--- src/rtl/pic_pkg.sv ---
package pic_pkg;
  localparam int LINES = 8;
  localparam int LW    = $clog2(LINES);
  localparam int BW    = 8 - LW;

  typedef enum logic [2:0] {
    OP_INIT    = 3'd0,
    OP_MASK    = 3'd1,
    OP_BASE    = 3'd2,
    OP_MODE    = 3'd3,
    OP_EOI_SPC = 3'd4,
    OP_EOI_TOP = 3'd5,
    OP_LOWEST  = 3'd6,
    OP_NONE    = 3'd7
  } cmd_op_e;

  typedef struct packed {
    logic          found;
    logic [LW-1:0] line;
  } pick_t;

  // Rotating search: start after the lowest-priority line; a blocking bit
  // stops the search, a request bit ends it with a hit.
  function automatic pick_t pick_next(logic [LINES-1:0] req,
                                      logic [LINES-1:0] blk,
                                      logic [LW-1:0]    lowest);
    pick_t         r;
    logic          done;
    logic [LW-1:0] idx;
    r    = '0;
    done = 1'b0;
    for (int i = 0; i < LINES; i++) begin
      idx = lowest + LW'(1) + LW'(i);
      if (!done) begin
        if (blk[idx]) begin
          done = 1'b1;
        end else if (req[idx]) begin
          r.found = 1'b1;
          r.line  = idx;
          done    = 1'b1;
        end
      end
    end
    return r;
  endfunction

  function automatic logic [7:0] make_vec(logic [BW-1:0] base, logic [LW-1:0] line);
    return {base, line};
  endfunction
endpackage

--- src/rtl/pic_edge_latch.sv ---
module pic_edge_latch
  import pic_pkg::*;
(
  input  logic             clk,
  input  logic             rst_n,
  input  logic [LINES-1:0] lines,
  input  logic [LINES-1:0] drop,
  output logic [LINES-1:0] rise,
  output logic [LINES-1:0] fall
);
  for (genvar i = 0; i < LINES; i++) begin : g_bit
    logic prev_q;
    always_ff @(posedge clk or negedge rst_n) begin
      if (!rst_n) prev_q <= 1'b0;
      else        prev_q <= lines[i] & ~drop[i];
    end
    assign rise[i] = lines[i] & ~prev_q;
    assign fall[i] = ~lines[i] & prev_q;
  end
endmodule

--- src/rtl/pic_prio_pick.sv ---
module pic_prio_pick
  import pic_pkg::*;
(
  input  logic [LINES-1:0] req,
  input  logic [LINES-1:0] blk,
  input  logic [LW-1:0]    lowest,
  output logic             found,
  output logic [LW-1:0]    line
);
  pick_t res;
  always_comb res = pick_next(req, blk, lowest);
  assign found = res.found;
  assign line  = res.line;
endmodule

--- src/rtl/pic_unit.sv ---
module pic_unit
  import pic_pkg::*;
#(
  parameter logic [7:0] RESET_BASE = 8'h08
) (
  input  logic             clk,
  input  logic             rst_n,
  input  logic [LINES-1:0] lines,
  input  logic [LINES-1:0] level,
  input  logic             cmd_hit,
  input  logic [2:0]       cmd_op,
  input  logic [7:0]       cmd_data,
  input  logic             ack_req,
  input  logic             clr_pend,
  input  logic [LINES-1:0] drop,
  output logic             pend,
  output logic [LW-1:0]    cur,
  output logic             irr_zero,
  output logic [BW-1:0]    base
);
  logic [LINES-1:0] irr, isr, imr;
  logic [LW-1:0]    lowest;
  logic             aeoi, raeoi;

  logic [LINES-1:0] irr_n, isr_n, imr_n;
  logic [LW-1:0]    lowest_n, cur_n;
  logic [BW-1:0]    base_n;
  logic             aeoi_n, raeoi_n, pend_n;

  logic [LINES-1:0] edge_rise, edge_fall;
  logic             pick_found, top_found;
  logic [LW-1:0]    pick_line, top_line;
  logic             ack_take;
  logic             is_init;

  pic_edge_latch u_latch (
    .clk   (clk),
    .rst_n (rst_n),
    .lines (lines),
    .drop  (drop),
    .rise  (edge_rise),
    .fall  (edge_fall)
  );

  // Request search over unmasked requests, blocked by in-service lines.
  pic_prio_pick u_pick (
    .req    (irr & ~imr),
    .blk    (isr),
    .lowest (lowest),
    .found  (pick_found),
    .line   (pick_line)
  );

  // Highest-priority in-service line for the non-specific end of interrupt.
  pic_prio_pick u_top (
    .req    (isr),
    .blk    ('0),
    .lowest (lowest),
    .found  (top_found),
    .line   (top_line)
  );

  assign irr_zero = (irr == '0);
  assign ack_take = ack_req & ~irr_zero;
  assign is_init  = cmd_hit & (cmd_op == OP_INIT);

  always_comb begin
    irr_n    = (irr | edge_rise) & ~edge_fall & ~drop;
    isr_n    = isr;
    imr_n    = imr;
    base_n   = base;
    lowest_n = lowest;
    aeoi_n   = aeoi;
    raeoi_n  = raeoi;
    pend_n   = pend;
    cur_n    = cur;

    if (cmd_hit) begin
      unique case (cmd_op)
        OP_MASK:    imr_n = cmd_data;
        OP_BASE:    base_n = cmd_data[7:LW];
        OP_MODE:    begin aeoi_n = cmd_data[0]; raeoi_n = cmd_data[1]; end
        OP_EOI_SPC: isr_n[cmd_data[LW-1:0]] = 1'b0;
        OP_EOI_TOP: if (top_found) isr_n[top_line] = 1'b0;
        OP_LOWEST:  lowest_n = cmd_data[LW-1:0];
        default:    ;
      endcase
    end

    if (ack_take) begin
      if (!level[cur]) irr_n[cur] = 1'b0;
      if (!aeoi)       isr_n[cur] = 1'b1;
      else if (raeoi)  lowest_n   = cur;
    end

    if (clr_pend) begin
      pend_n = 1'b0;
    end else if (!pend && pick_found) begin
      pend_n = 1'b1;
      cur_n  = pick_line;
    end

    if (is_init) begin
      irr_n    = '0;
      isr_n    = '0;
      imr_n    = '0;
      lowest_n = LW'(LINES - 1);
      pend_n   = 1'b0;
      aeoi_n   = 1'b0;
      raeoi_n  = 1'b0;
    end
  end

  always_ff @(posedge clk or negedge rst_n) begin
    if (!rst_n) begin
      irr    <= '0;
      isr    <= '0;
      imr    <= '1;
      base   <= RESET_BASE[7:LW];
      lowest <= LW'(LINES - 1);
      aeoi   <= 1'b0;
      raeoi  <= 1'b0;
      pend   <= 1'b0;
      cur    <= '0;
    end else begin
      irr    <= irr_n;
      isr    <= isr_n;
      imr    <= imr_n;
      base   <= base_n;
      lowest <= lowest_n;
      aeoi   <= aeoi_n;
      raeoi  <= raeoi_n;
      pend   <= pend_n;
      cur    <= cur_n;
    end
  end

  assert_pend_clear_R4: assert property (@(posedge clk) disable iff (!rst_n)
    clr_pend |=> !pend);

  assert_isr_set_R7: assert property (@(posedge clk) disable iff (!rst_n)
    (ack_take && !aeoi && !cmd_hit) |=> isr[$past(cur)]);

  assert_aeoi_no_isr_R7: assert property (@(posedge clk) disable iff (!rst_n)
    (ack_take && aeoi && !cmd_hit && !isr[cur]) |=> !isr[$past(cur)]);

  assert_rise_latch_R2: assert property (@(posedge clk) disable iff (!rst_n)
    (!cmd_hit && !ack_take && ((edge_rise & ~drop) != '0))
      |=> ((irr & $past(edge_rise & ~drop)) == $past(edge_rise & ~drop)));

  assert_fall_clear_R2: assert property (@(posedge clk) disable iff (!rst_n)
    (edge_fall != '0) |=> ((irr & $past(edge_fall)) == '0));
endmodule

--- src/rtl/pic_cascade_ack.sv ---
module pic_cascade_ack
  import pic_pkg::*;
#(
  parameter logic [7:0] PRI_BASE     = 8'h08,
  parameter logic [7:0] SEC_BASE     = 8'h70,
  parameter int         CASCADE_LINE = 2
) (
  input  logic        clk,
  input  logic        rst_n,
  input  logic [15:0] irq_in,
  input  logic [15:0] level_mode,
  input  logic        cmd_valid,
  input  logic        cmd_sel,
  input  logic [2:0]  cmd_op,
  input  logic [7:0]  cmd_data,
  input  logic        ack,
  output logic        cpu_int,
  output logic        vec_valid,
  output logic [7:0]  vec
);
  localparam logic [LINES-1:0] CASC_BIT = LINES'(1) << CASCADE_LINE;

  logic             p_pend, s_pend;
  logic [LW-1:0]    p_cur, s_cur;
  logic             p_irr_zero, s_irr_zero;
  logic [BW-1:0]    p_base, s_base;
  logic [LINES-1:0] p_lines, p_level, p_drop;
  logic             casc_ack, s_init;
  logic [7:0]       vec_n;
  logic             unused_bits;

  assign unused_bits = ^{irq_in[CASCADE_LINE], level_mode[CASCADE_LINE]};

  // Primary input at the cascade position is the secondary pending flag.
  always_comb begin
    p_lines = irq_in[LINES-1:0];
    p_lines[CASCADE_LINE] = s_pend;
    p_level = level_mode[LINES-1:0] & ~CASC_BIT;
  end

  assign casc_ack = ack & ~p_irr_zero & (p_cur == LW'(CASCADE_LINE));
  assign s_init   = cmd_valid & cmd_sel & (cmd_op == OP_INIT);
  assign p_drop   = (casc_ack | s_init) ? CASC_BIT : '0;

  pic_unit #(.RESET_BASE(PRI_BASE)) u_pri (
    .clk      (clk),
    .rst_n    (rst_n),
    .lines    (p_lines),
    .level    (p_level),
    .cmd_hit  (cmd_valid & ~cmd_sel),
    .cmd_op   (cmd_op),
    .cmd_data (cmd_data),
    .ack_req  (ack),
    .clr_pend (ack),
    .drop     (p_drop),
    .pend     (p_pend),
    .cur      (p_cur),
    .irr_zero (p_irr_zero),
    .base     (p_base)
  );

  pic_unit #(.RESET_BASE(SEC_BASE)) u_sec (
    .clk      (clk),
    .rst_n    (rst_n),
    .lines    (irq_in[2*LINES-1:LINES]),
    .level    (level_mode[2*LINES-1:LINES]),
    .cmd_hit  (cmd_valid & cmd_sel),
    .cmd_op   (cmd_op),
    .cmd_data (cmd_data),
    .ack_req  (casc_ack),
    .clr_pend (casc_ack),
    .drop     ('0),
    .pend     (s_pend),
    .cur      (s_cur),
    .irr_zero (s_irr_zero),
    .base     (s_base)
  );

  assign cpu_int = p_pend & ~ack;

  always_comb begin
    if (p_irr_zero)       vec_n = make_vec(p_base, LW'(LINES - 1));
    else if (!casc_ack)   vec_n = make_vec(p_base, p_cur);
    else if (s_irr_zero)  vec_n = make_vec(s_base, LW'(LINES - 1));
    else                  vec_n = make_vec(s_base, s_cur);
  end

  always_ff @(posedge clk or negedge rst_n) begin
    if (!rst_n) begin
      vec_valid <= 1'b0;
      vec       <= '0;
    end else begin
      vec_valid <= ack;
      if (ack) vec <= vec_n;
    end
  end

  assert_vec_follows_ack_R4: assert property (@(posedge clk) disable iff (!rst_n)
    ack |=> vec_valid);

  assert_vec_quiet_R4: assert property (@(posedge clk) disable iff (!rst_n)
    !ack |=> !vec_valid);

  assert_casc_drop_R8: assert property (@(posedge clk) disable iff (!rst_n)
    casc_ack |=> !s_pend);
endmodule

--- config.mk ---
export PLATFORM = sky130hd
export DESIGN_NAME = pic_cascade_ack
export DESIGN_NICKNAME = d
export VERILOG_FILES = /design/src/rtl/pic_pkg.sv /design/src/rtl/pic_edge_latch.sv /design/src/rtl/pic_prio_pick.sv /design/src/rtl/pic_unit.sv /design/src/rtl/pic_cascade_ack.sv
export SDC_FILE = /design/constraint.sdc
export NUM_CORES = 1
export LEC_CHECK = 0
export BUFFER_PORTS_ARGS = -buffer_cell sky130_fd_sc_hd__buf_2
export CAP_MARGIN = 20
export CORE_AREA = 2 2 151 124
export DETAILED_ROUTE_END_ITERATION = 7
export DIE_AREA = 0 0 153 126
export GPL_TIMING_DRIVEN = 0
export PLACE_DENSITY = 0.69
export SLEW_MARGIN = 20
export SYNTH_ARGS = -nofsm -noshare
export SYNTH_HDL_FRONTEND = slang
export SYNTH_SLANG_ARGS = --single-unit
--- constraint.sdc ---
create_clock -name clk -period 4.6 [get_ports clk]
set_input_delay 0.46 -clock clk [delete_from_list [all_inputs] [get_ports clk]]
set_output_delay 0.46 -clock clk [all_outputs]
set_load 0.02 [all_outputs]
---- Yosys cells after proc, flatten, opt, wreduce, memory -nomap -nowiden ----
Memories as Yosys holds them, arrays and structs flattened.
Index checks and enable logic that the tools add are counted.
word-level totals
  bits in registers ....................... 101
  latch bits .............................. 0
  bits in writable memories ............... 0
  bits in read-only memories .............. 128
  input port bits ......................... 48
  output and inout bits ................... 10
  word-level logic and storage cells ...... 569
  memories kept ........................... 16
cells by class
  add/subtract/negate cells ............... 16
  multipliers ............................. 0
  div/mod/pow operators ................... 0
  $lt $le $gt $ge ......................... 26
  equality and inequality tests ........... 7
  shifts and indexed selects .............. 0
  multiplexer cells ....................... 321
  bitwise logic cells ..................... 119
  reductions and logical operators ........ 28
memory list
  name              words  bits a word  read ports  clocked after memory_dff  write ports  line           RTL
  (no name shown)   8      1            1           0                         0            pic_pkg.sv:35  if (blk[idx]) begin
  (no name shown)   8      1            1           0                         0            pic_pkg.sv:35
  (no name shown)   8      1            1           0                         0            pic_pkg.sv:35
  (no name shown)   8      1            1           0                         0            pic_pkg.sv:35
  (no name shown)   8      1            1           0                         0            pic_pkg.sv:35
  (no name shown)   8      1            1           0                         0            pic_pkg.sv:35
  10 more memories  --     --           --          --                        --           --
operator list
  kind                                                                                  count
  4-bit 2-to-1 mux                                                                      92
  8-bit 2-to-1 mux                                                                      23
  1-bit 2-to-1 mux                                                                      151
  1-bit binary-select mux with 3-bit select                                             34
  8-bit bitwise AND                                                                     11
  3-bit by 4-bit < comparator with 1-bit output (second input constant)                 21
  8-bit NOT                                                                             9
  1-bit bitwise AND                                                                     48
  3-bit 2-to-1 mux                                                                      14
  1-bit NOT                                                                             40
  8-bit bitwise OR                                                                      4
  8-bit one-hot mux with 2 select lines                                                 2
  3-bit adder (second input constant)                                                   8
  8-bit logical NOT                                                                     2
  2-bit AND reduction                                                                   8
  1-bit demux with 3-bit select                                                         5
  3-bit by 1-bit greater-or-equal comparator with 1-bit output (second input constant)  5
  3-bit by 1-bit adder with 3-bit output (second input constant)                        4
  3-bit by 2-bit adder with 3-bit output (second input constant)                        4
  2-bit nonzero test                                                                    6
  3-bit by 2-bit equality test with 1-bit output (second input constant)                3
  3-bit equality test (second input constant)                                           3
  3-bit NOT with 8-bit output                                                           1
  1-bit logical AND                                                                     7
  6 further kinds                                                                       12

---- Depth between registers and ports, before layout ----
Gate-level depths: netlist of run 1.
  depth after elaboration ................. 39
  depth in mapped cells ................... 17
  gate-level depth less buffers ........... 11

---- Cells and area by module ----
From an unflattened synthesis of run 1, not the netlist that was laid out.
second synthesis, totals
  cell total of the unflattened synthesis .. 1096
  area total of the unflattened synthesis .. 10378.7 µm²
by module, submodules not included
  module                            times used  cells each  area an instance (µm²)  sequential area each (µm²)
  pic_prio_pick (u_pri.u_pick ...)  3           146         1322.5                  0.0
  pic_unit (u_sec)                  1           205         2001.9                  968.4
  pic_unit (u_pri)                  1           204         1970.6                  965.9
  pic_prio_pick (u_sec.u_pick)      1           137         1268.7                  0.0
  pic_edge_latch                    2           32          350.3                   200.2
  pic_cascade_ack                   1           48          469.2                   225.2

---- Worst setup path before layout of run 1 ----
OpenSTA, ideal clock, no wires.
  kind .................................... flip-flop to flip-flop
  start ................................... register u_sec.lowest[0]
  end ..................................... register u_sec.cur[0]
  setup time .............................. 0.128 ns
  arrival ................................. 3.816 ns
  data required time ...................... 4.472 ns
  slack ................................... 0.657 ns
  stages on the path, launching flop included .. 17
  path buffers ............................ 5
  period minus slack after synthesis ...... 3.943 ns
  cell sequence ........................... dfstp_2 -> buf_4 -> inv_2 -> buf_6 -> ha_1 -> buf_2 -> clkbuf_1 -> clkbuf_1 -> mux4_2 -> nand2_1 -> nand2_1 -> nor2_1 -> nand3_1 -> o211a_1 -> nor3b_2 -> nor3_4 -> mux2_1
between the ends
  word-level cells in the longest chain between the ends .. 28
  elaborated cells on any way between the ends .. 85
  those cells by class .................... add/sub (8); mux (75); reduce/logical (2)
RTL lines
  element                                                                                          line             RTL
  start: declaration                                                                               pic_unit.sv:22   logic [LW-1:0] lowest;
  start signal: assignment                                                                         pic_unit.sv:120  lowest <= LW'(LINES - 1);
  start signal: assignment                                                                         pic_unit.sv:130  lowest <= lowest_n;
  3-bit by 1-bit adder with 3-bit output (*)                                                       pic_pkg.sv:33    idx = lowest + LW'(1) + LW'(i);
  parallel branches: the longest is 24 deep, another holds 3-bit by 1-bit adder with 3-bit output  --
  4-bit 2-to-1 mux (*)                                                                             pic_pkg.sv:34    if (!done) begin
  1-bit logical AND                                                                                pic_unit.sv:98   end else if (!pend && pick_found) begin
  2-bit AND reduction (no line)                                                                    --
  end signal: assignment                                                                           pic_unit.sv:134  cur <= cur_n;
  end: declaration                                                                                 pic_unit.sv:17   output logic [LW-1:0] cur,
Every way passes the cells marked *. The select of a mux whose other input is x is not followed.
A chain may end at the register's enable or synchronous reset.

---- Worst setup path in the final report of run 1 ----
  start ................................... register u_sec.lowest[0]
  end ..................................... register u_sec.cur[1]
Same word-level chain as after synthesis.

==> results.toml, run 1 <==
[placed_design]
placed_cell_area_um2 = 9140
dp_cells = 1222
place.port_buffers = 54
dp_hpwl_um = 20500
place.gp.congestion = 0.987

[synth]
synth_top_flop_cell = "dfrtp_1"
synth_compound_area_share_pct = 17.5
synth.distinct_cells = 99
synth_top_family_by_area = "simple AND/OR/NAND/NOR gates"
synth_nets = 988
yosysWarnings = 0
syn_area_um2 = 8550
ys_seq_area_share_pct = 29.9
yosys.area_share.simple_pct = 23.4
synthMuxAreaShare_pct = 19.6
synth.area.top_cells = "dfrtp_1, dfstp_2, mux4_2, nand2_1, mux2_2"
synth_fa_ha_area_share_pct = 2.31
synth_edf_count = 0
synth.ff_latch_count = 101
ys_async_sr_fraction_pct = 100
netlist_instances = 937
synth_top_area_share_pct = 22.0
synth_top_cell_by_area = "dfrtp_1"
avgSynthCellArea_um2 = 9.12
synthXorXnorAreaFrac_pct = 1.64

[timing]
setup_viol = 0
skew_ns = 0.0105
worstMarginPinSlew_ns = 1.27
hold_ws_ns = 0.0273
min_period_ns = 4.38
finalHoldViolCount = 0
slew_headroom_pct = 14.9
min_period_over_period_pct = 95.2
fmax_mhz = 228
final.setup.tns_ns = 0
slew_viol_final = 0

[finish]
diodes = 0
layout-drive-gt1-share_pct = 22.9
finalInstanceArea_um2 = 9580
regArea_um2 = 2560
area_growth_pct = 12.1
multiInputGateArea_um2 = 5610
stdcell_count = 1241
layout.nets = 1057
fill_cells = 1632

[worst_setup_path]
cp.required_ns = 4.85
critPathKind = "register to register"
arrival_ns = 4.63
end_kind = "register"
cp-start-kind = "register"
crit_path_start = "u_sec.lowest[0]"
path_max_fanout = 10
timing.rr.start = "u_sec.lowest[0]"

[route]
vias = 8090
wl_per_cell_um = 21.4
final_antenna_net_count = 0
drt-pass1-iter-count = 6
drc = 0
via_per_inst = 6.52
drt_iter0_markers = 1038
routed_wl_um = 26600

[global_routing]
grt_first_pass_wirelength_um = 42500
grtUsageTotal_pct = 27.5
first_global_vias = 7579
grt_max_degree = 56
overflow = 0
antenna_found_initial = 0

[cts]
clockBufferDepth = 2
clock_latency_ns = 0.36
cts_tree = "done"
root_buffer = "clkbuf_16"
clk_pin_slew_ns = 0.08
clock-sinks = 101
cts_max_level = 3
cts_buffers = 9
cts_hold_buf = 0

[floorplan]
pin_count = 58
dieWidth_um = 153
rows = 44
core_um2 = 17800
initial_utilization_pct = 48.1
dieArea_um2 = 19300
die_y_um = 126

[run]
drv_cap = 0

[outcome]
status = "finished clean"

[min_path]
min_path_type = "input port to asynchronous set/reset pin"
==> synthesized netlist by cell type, drive strengths merged (4+ instances only) <==
library cell / count
o31ai: 12
o31a: 4
o211ai: 6
nand3: 20
o221ai: 9
buf: 18
a22o: 4
nand3b: 5
nor4: 19
o21ai: 59
mux4: 40
o32ai: 5
xor2: 4
maj3: 16
a31oi: 25
nor2: 87
nand2b: 11
or3: 7
and3b: 5
a21boi: 5
nor3b: 9
mux2: 34
dfrtp: 75
nor4b: 5
a21oi: 41
or3b: 4
nand4: 8
a22oi: 4
xnor2: 4
nor2b: 29
and3: 10
nor4bb: 4
mux2i: 33
dfstp: 26
nand2: 107
inv: 40
o211a: 4
or2: 5
clkbuf: 41
or4: 4
and4b: 4
nor3: 28
a211oi: 7
==> cells by family after synthesis <==
| kind of cell | after synthesis |
|---|---|
| AND/OR/NAND/NOR | 379 |
| buffers and inverters | 99 |
| adder cells (fa/ha/maj) | 19 |
| flip-flops | 101 |
| AO/OA/AOI/OAI | 221 |
| XOR/XNOR | 11 |
| multiplexers | 107 |
==> layout by cell type, fill, tap and decap left out, drive strengths merged, types with 6 or more instances in the layout <==
cell,n
a211oi,7
a21oi,41
dfrtp,75
nor3,28
dfstp,26
maj3,16
mux2i,33
nor3b,9
o21ai,59
nand2b,11
nand3,20
o31ai,12
nor2,87
a31oi,25
or3,7
mux2,34
o211ai,6
o221ai,9
clkbuf,50
and3,10
mux4,40
inv,44
nand4,8
nand2,107
nor4,19
buf,76
nor2b,29
==> timing repair <==
action,4_1_cts,5_1_grt
pin swaps,0,2
setup endpoints to repair,9,12
hold endpoints to repair,0,0
buffers inserted,0,3
gates resized for setup,3,18
==> registers in the layout, indices dropped and copies added (netlist names), 5 cells and up <==
signal,flops
u_pri.isr,8
u_pri.irr,8
vec,8
u_pri.u_latch.g_bit.prev_q,8
u_sec.base,5
u_sec.imr,8
u_sec.isr,8
u_sec.irr,8
u_sec.u_latch.g_bit.prev_q,8
u_pri.imr,8
u_pri.base,5
==> stage by stage <==
stage / setup WS, ns / util (%)
6_report: 0.220 / 53.9
5_1_grt: -0.0166 / 53.9
4_1_cts: 0.000267 / 53.3
2_1_floorplan: 0.657 / -
3_5_place_dp: -0.134 / 51.4
3_3_place_gp: -0.0976 / 51.2
==> path summary, 6_finish.rpt <==
check / to / slack, ns / cells past startpoint
setup reg to reg: u_sec.cur[1] / 0.22 / 14
setup / recovery: u_sec.cur[1] / 0.22 / 14
max in group asynchronous: u_pri.imr[1] / 3.90 / 2
hold reg to reg: u_sec.imr[0] / 0.49 / 2
min in group clk: u_pri.u_latch.g_bit[7].prev_q / 0.23 / 1
hold / removal: u_sec.cur[2] / 0.03 / 1
==> critical path, cell delays in order, from the launching register on <==
cell      delay (ns)
dfstp_2         0.61
buf_4           0.23
inv_2           0.07
buf_6           0.15
ha_1            0.28
clkbuf_4        0.22
mux4_2          0.64
nor4_2          0.40
nor4_4          0.16
nor4b_4         0.28
buf_4           0.19
and3_1          0.20
nand3_1         0.19
a311o_1         0.41
a31oi_1         0.24
==> layer usage <==
layer / vias up / track usage (%) / wire length (um)
met5: - / 0 / 0
met4: 0 / 3.59 / 188
met3: 24 / 4.89 / 2350
met2: 437 / 39.2 / 11100
met1: 3962 / 44.6 / 12900
li1: 3667 / - / -
==> area by class of cell <==
cell class / count / share of cell area, %
Tap cell: 230 / 3.00
Sequential cell: 101 / 26.7
Clock inverter: 7 / 0.927
Inverter: 40 / 1.57
Buffer: 59 / 3.49
Clock buffer: 9 / 2.35
Timing Repair Buffer: 58 / 3.41
Multi-Input combinational cell: 737 / 58.5
Power of run 1 is left out: the tool's default activity adds up to more than one toggle a clock period on the data nets, which glitch-free logic cannot reach.
==> run 2, diff against run 1 <==
RECOVER_POWER = 50   (was unset)
==> run 2 against run 1 <==
Net effect: non-clock buffer count unchanged; via count is 0.23% higher; cell count unchanged; global-route usage is the same; register-to-register slack hardly changed; maximum frequency fell by 0.13%; final area down 0.50%; the run now ends with capacitance limit, slew limit left; worst hold slack better by 0.20 ns.
==> results.toml, run 2 (synthesized netlist as in run 1, its figures left out) <==
[timing]
min_period_ns = 4.39
worstMarginPinSlew_ns = 2.40
slew_viol_final = 48
slew_headroom_pct = -60.0
fmax_mhz = 228
postLayoutSetupSlackWorst_ns = 0.214
min_period_over_period_pct = 95.4
finalHoldViolCount = 0
skew_ns = 0.0105
setup_viol = 0

[finish]
regArea_um2 = 2560
layout.nets = 1057
multiInputGateArea_um2 = 5610
final_cell_mix = "nand2_1, nor2_1, dfrtp_1"
diodes = 0
layout-drive-gt1-share_pct = 21.5
fill_cells = 1644
layout_commonest_cell = "nand2_1"
area_growth_pct = 11.5

[worst_setup_path]
timing.rr.start = "u_sec.lowest[0]"
cp-endpoint = "u_sec.cur[1]"
timing.rr.end = "u_sec.cur[1]"
cp_common_cell = "buf_4"
worstPathCellList = "buf_4, inv_2, buf_6, ha_1, clkbuf_4, mux4_2, nor4_2, nor4_4, nor4b_4, buf_4, and3_1, nand3_1, a311o_1, a31oi_1"
crit_path_start = "u_sec.lowest[0]"
cp_top_family = "simple AND/OR/NAND/NOR gates"
arrival_ns = 4.64
cp.depth = 14
reg2reg_depth = 14
end_kind = "register"
path_max_fanout = 10
slowest_stage = "mux4_2"
slowest_delay_ns = 0.64
cp-start-kind = "register"
timing.reg2reg.setup_slack_ns = 0.21
cp.required_ns = 4.85
critPathKind = "register to register"
path_buf_inv = 5

[floorplan]
die_y_um = 126
dieWidth_um = 153
dieArea_um2 = 19300
pin_count = 58
core_um2 = 17800
rows = 44
initial_utilization_pct = 48.1

[route]
wl_per_cell_um = 21.4
routed_wl_um = 26600
drt_iter0_markers = 1089
final_antenna_net_count = 0
drc = 0
drt-pass1-iter-count = 5
via_per_inst = 6.53
vias = 8109

[global_routing]
grt_first_pass_wirelength_um = 42500
overflow = 0
antenna_found_initial = 0
grt_max_degree = 56
first_global_vias = 7579
grtUsageTotal_pct = 27.5

[placed_design]
place.gp.congestion = 0.987
dp_hpwl_um = 20500
place.port_buffers = 54
dp_slack_ns = -0.134

[min_path]
min_path_type = "input port to register"

[cts]
cts_max_level = 3
clockBufferDepth = 2
cts_tree = "done"
cts_buffers = 9
clock-sinks = 101
cts_hold_buf = 0
clock_latency_ns = 0.36
root_buffer = "clkbuf_16"
clk_pin_slew_ns = 0.07

[outcome]
status = "finished, violations left"
violations = "capacitance limit, slew limit"

[run]
drv_cap = 1
==> run 2: cell type report <==
type                    count  area share (%)
multi-input cells         737            58.8
repair buffers             58            2.93
flip-flops and latches    101            26.9
well taps                 230            3.02
clock inverters             7           0.932
clock buffers               9            2.36
inverters                  40            1.58
plain buffers              59            3.50
==> run 2: what timing repair did <==
item | CTS | global route
buffers inserted | 0 | 3
pin swaps | 0 | 2
gates resized for setup | 3 | 18
endpoints found under the setup margin | 9 | 12
cloned | 0 | 0
==> run 2: routing by layer <==
layer  track usage, %  wire length [um]
met3             4.89              2400
met5                0                 0
met2             39.2             11200
met1             44.6             12800
met4             3.59               198
==> run 2: worst min-delay path by stage <==
stage	startpoint	to	slack (ns)	cells past startpoint
floorplan	rst_n	u_pri.aeoi	0.16	0
global placement	u_sec.imr[1]	u_sec.imr[1]	0.48	2
detailed placement	rst_n	u_sec.u_latch.g_bit[5].prev_q	0.42	1
CTS	rst_n	u_sec.cur[2]	0.04	1
global route	irq_in[0]	u_pri.u_latch.g_bit[0].prev_q	0.22	1
finish	irq_in[0]	u_pri.u_latch.g_bit[0].prev_q	0.23	1
==> run 2: per-stage QoR <==
| stage | utilization (%) | setup TNS [ns] | instances | hold WS (ns) | area (um^2) |
|---|---|---|---|---|---|
| finish | 53.6 | 0 | 1241 | 0.227 | 9530 |
| global route | 53.6 | -0.0181 | 1241 | 0.219 | 9530 |
| CTS | 53.3 | 0 | 1238 | 0.0391 | 9470 |
| detailed placement | 51.4 | -0.645 | 1222 | 0.417 | 9140 |
| global placement | 51.2 | -0.248 | 1221 | 0.478 | 9110 |
| floorplan | - | 0 | 937 | 0.164 | 8550 |
Power of run 2 is left out for the same reason.
==> run 3, diff against run 2 <==
REMOVE_ABC_BUFFERS = 1   (was unset)
clock period = 5.4 ns   (was 4.6 ns; I/O delays follow)
==> run 3 against run 2 <==
Net effect: the flow still finishes with violations (capacitance limit, slew limit); critical path type unchanged; final area shrank 4.1%; maximum frequency down 11%; routed wire length fell by 10%; worst hold slack better by 0.086 ns; non-clock buffer count fell by 60; via count fell by 5.6%; register-to-register slack improved by 0.26 ns; global-route usage shrank 2.3 points; sequential share of layout area rose by 1.1 points.
==> results.toml, run 3 (synthesized netlist as in run 1, its figures left out) <==
[outcome]
status = "finished, violations left"
violations = "capacitance limit, slew limit"

[timing]
min_period_over_period_pct = 91.3
setup_viol = 0
worstMarginPinSlew_ns = 2.52
min_period_ns = 4.93
final.setup.tns_ns = 0
rsz0062_at_grt = "no"
skew_ns = 0.00723
postLayoutSetupSlackWorst_ns = 0.469
finalHoldViolCount = 0
slew_viol_final = 46
fmax_mhz = 203
slew_headroom_pct = -68.0

[worst_setup_path]
arrival_ns = 5.20
path_max_fanout = 36
path_buf_inv = 1
reg2reg_depth = 11
timing.rr.end = "u_sec.cur[1]"
cp-start-kind = "register"
crit_path_start = "u_sec.lowest[0]"
slowest_delay_ns = 0.96
cp_top_family = "simple AND/OR/NAND/NOR gates"
slowest_stage = "dfstp_2"
timing.rr.start = "u_sec.lowest[0]"
cp.required_ns = 5.67
worstPathCellList = "inv_2, ha_4, mux4_2, nor4_1, nor4_2, nor2_1, nand3_1, a311oi_1, a31oi_1, a311o_1, a31oi_1"
timing.reg2reg.setup_slack_ns = 0.47
cp_common_cell = "a31oi_1"
end_kind = "register"
critPathKind = "register to register"

[floorplan]
rows = 44
die_y_um = 126
dieWidth_um = 153
dieArea_um2 = 19300
initial_utilization_pct = 48.1
core_um2 = 17800
pin_count = 58

[global_routing]
grt_max_degree = 57
antenna_found_initial = 1
grt_first_pass_wirelength_um = 39400
grtUsageTotal_pct = 25.3
first_global_vias = 7257
overflow = 0

[cts]
cts_tree = "done"
clock_latency_ns = 0.35
root_buffer = "clkbuf_16"
cts_buffers = 9
clockBufferDepth = 2
cts_hold_buf = 0
cts_max_level = 3
clock-sinks = 101
clk_pin_slew_ns = 0.07

[route]
final_antenna_net_count = 0
wl_per_cell_um = 20.2
drt_iter0_markers = 830
drc = 0
drt-pass1-iter-count = 5
vias = 7658
routed_wl_um = 23900
via_per_inst = 6.48

[run]
drv_cap = 1

[finish]
layout-drive-gt1-share_pct = 19.3
layout.nets = 997
layout_commonest_cell = "nand2_1"
finalInstanceArea_um2 = 9140
fill_cells = 1616
final_cell_mix = "nand2_1, nor2_1, dfrtp_1"
final_core_util_pct = 51.4
area_growth_pct = 6.97

[min_path]
hold-path-cell-count = 1
min_to = "u_sec.u_latch.g_bit[2].prev_q"
min_path_type = "input port to register"
hold_path_startpoint = "irq_in[10]"

[placed_design]
dp_hpwl_um = 18000
place.port_buffers = 55
placed_cell_area_um2 = 8840
dp_slack_ns = 0.344
place.gp.congestion = 0.978
[run 3: cell count changes in the layout (fill, tap and decap cells not counted), sizes merged]
cell	previous run	this run
diode	0	1
buf	60	41
clkbuf	66	27
clkinv	1	0
inv	44	42
[run 3: worst reg2reg max path, stage by stage, from the launching register on]
cell and delay [ns]:
dfstp_2 0.96, inv_2 0.30, ha_4 0.63, mux4_2 0.67
nor4_1 0.44, nor4_2 0.19, nor2_1 0.40, nand3_1 0.30
a311oi_1 0.34, a31oi_1 0.11, a311o_1 0.35, a31oi_1 0.16
[run 3: metrics by stage]
stage,std cells,hold WS [ns]
6_report,1181,0.313
5_1_grt,1181,0.303
4_1_cts,1180,0.114
3_5_place_dp,1165,0.485
3_3_place_gp,1163,0.481
2_1_floorplan,878,0.244
[run 3: worst max path at each step]
| stage | endpoint | slack, ns | depth (start not counted) |
|---|---|---|---|
| 2_1_floorplan | u_pri.cur[1] | 0.66 | 9 |
| 3_3_place_gp | u_pri.isr[7] | -0.27 | 10 |
| 3_5_place_dp | u_sec.cur[1] | 0.34 | 11 |
| 4_1_cts | u_sec.cur[1] | 0.31 | 11 |
| 5_1_grt | u_sec.cur[1] | 0.12 | 11 |
| 6_report | u_sec.cur[1] | 0.47 | 11 |
[run 3: metal layers]
layer  track usage, %  up-vias  wire, um
met1             40.3     3775     11800
li1                 -     3558         -
met5                0        -         0
met2             35.6      294      9930
met4             5.66        0       371
met3             4.51       31      1710
[run 3: area by class of cell]
cell class              count  area, um^2  share of cell area (%)
multi-input cells         737        5540                    60.6
clock buffers              11         243                    2.65
inverters                  40         150                    1.64
well taps                 230         288                    3.15
diodes                      1        2.50                  0.0274
clock inverters             4        55.1                   0.602
flip-flops and latches    101        2560                    28.0
repair buffers             57         303                    3.31
[run 3: timing repair]
item,in CTS,in global routing
buffers inserted,0,0
setup endpoints to repair,0,8
resized for setup,0,1
Power of run 3 is left out for the same reason.
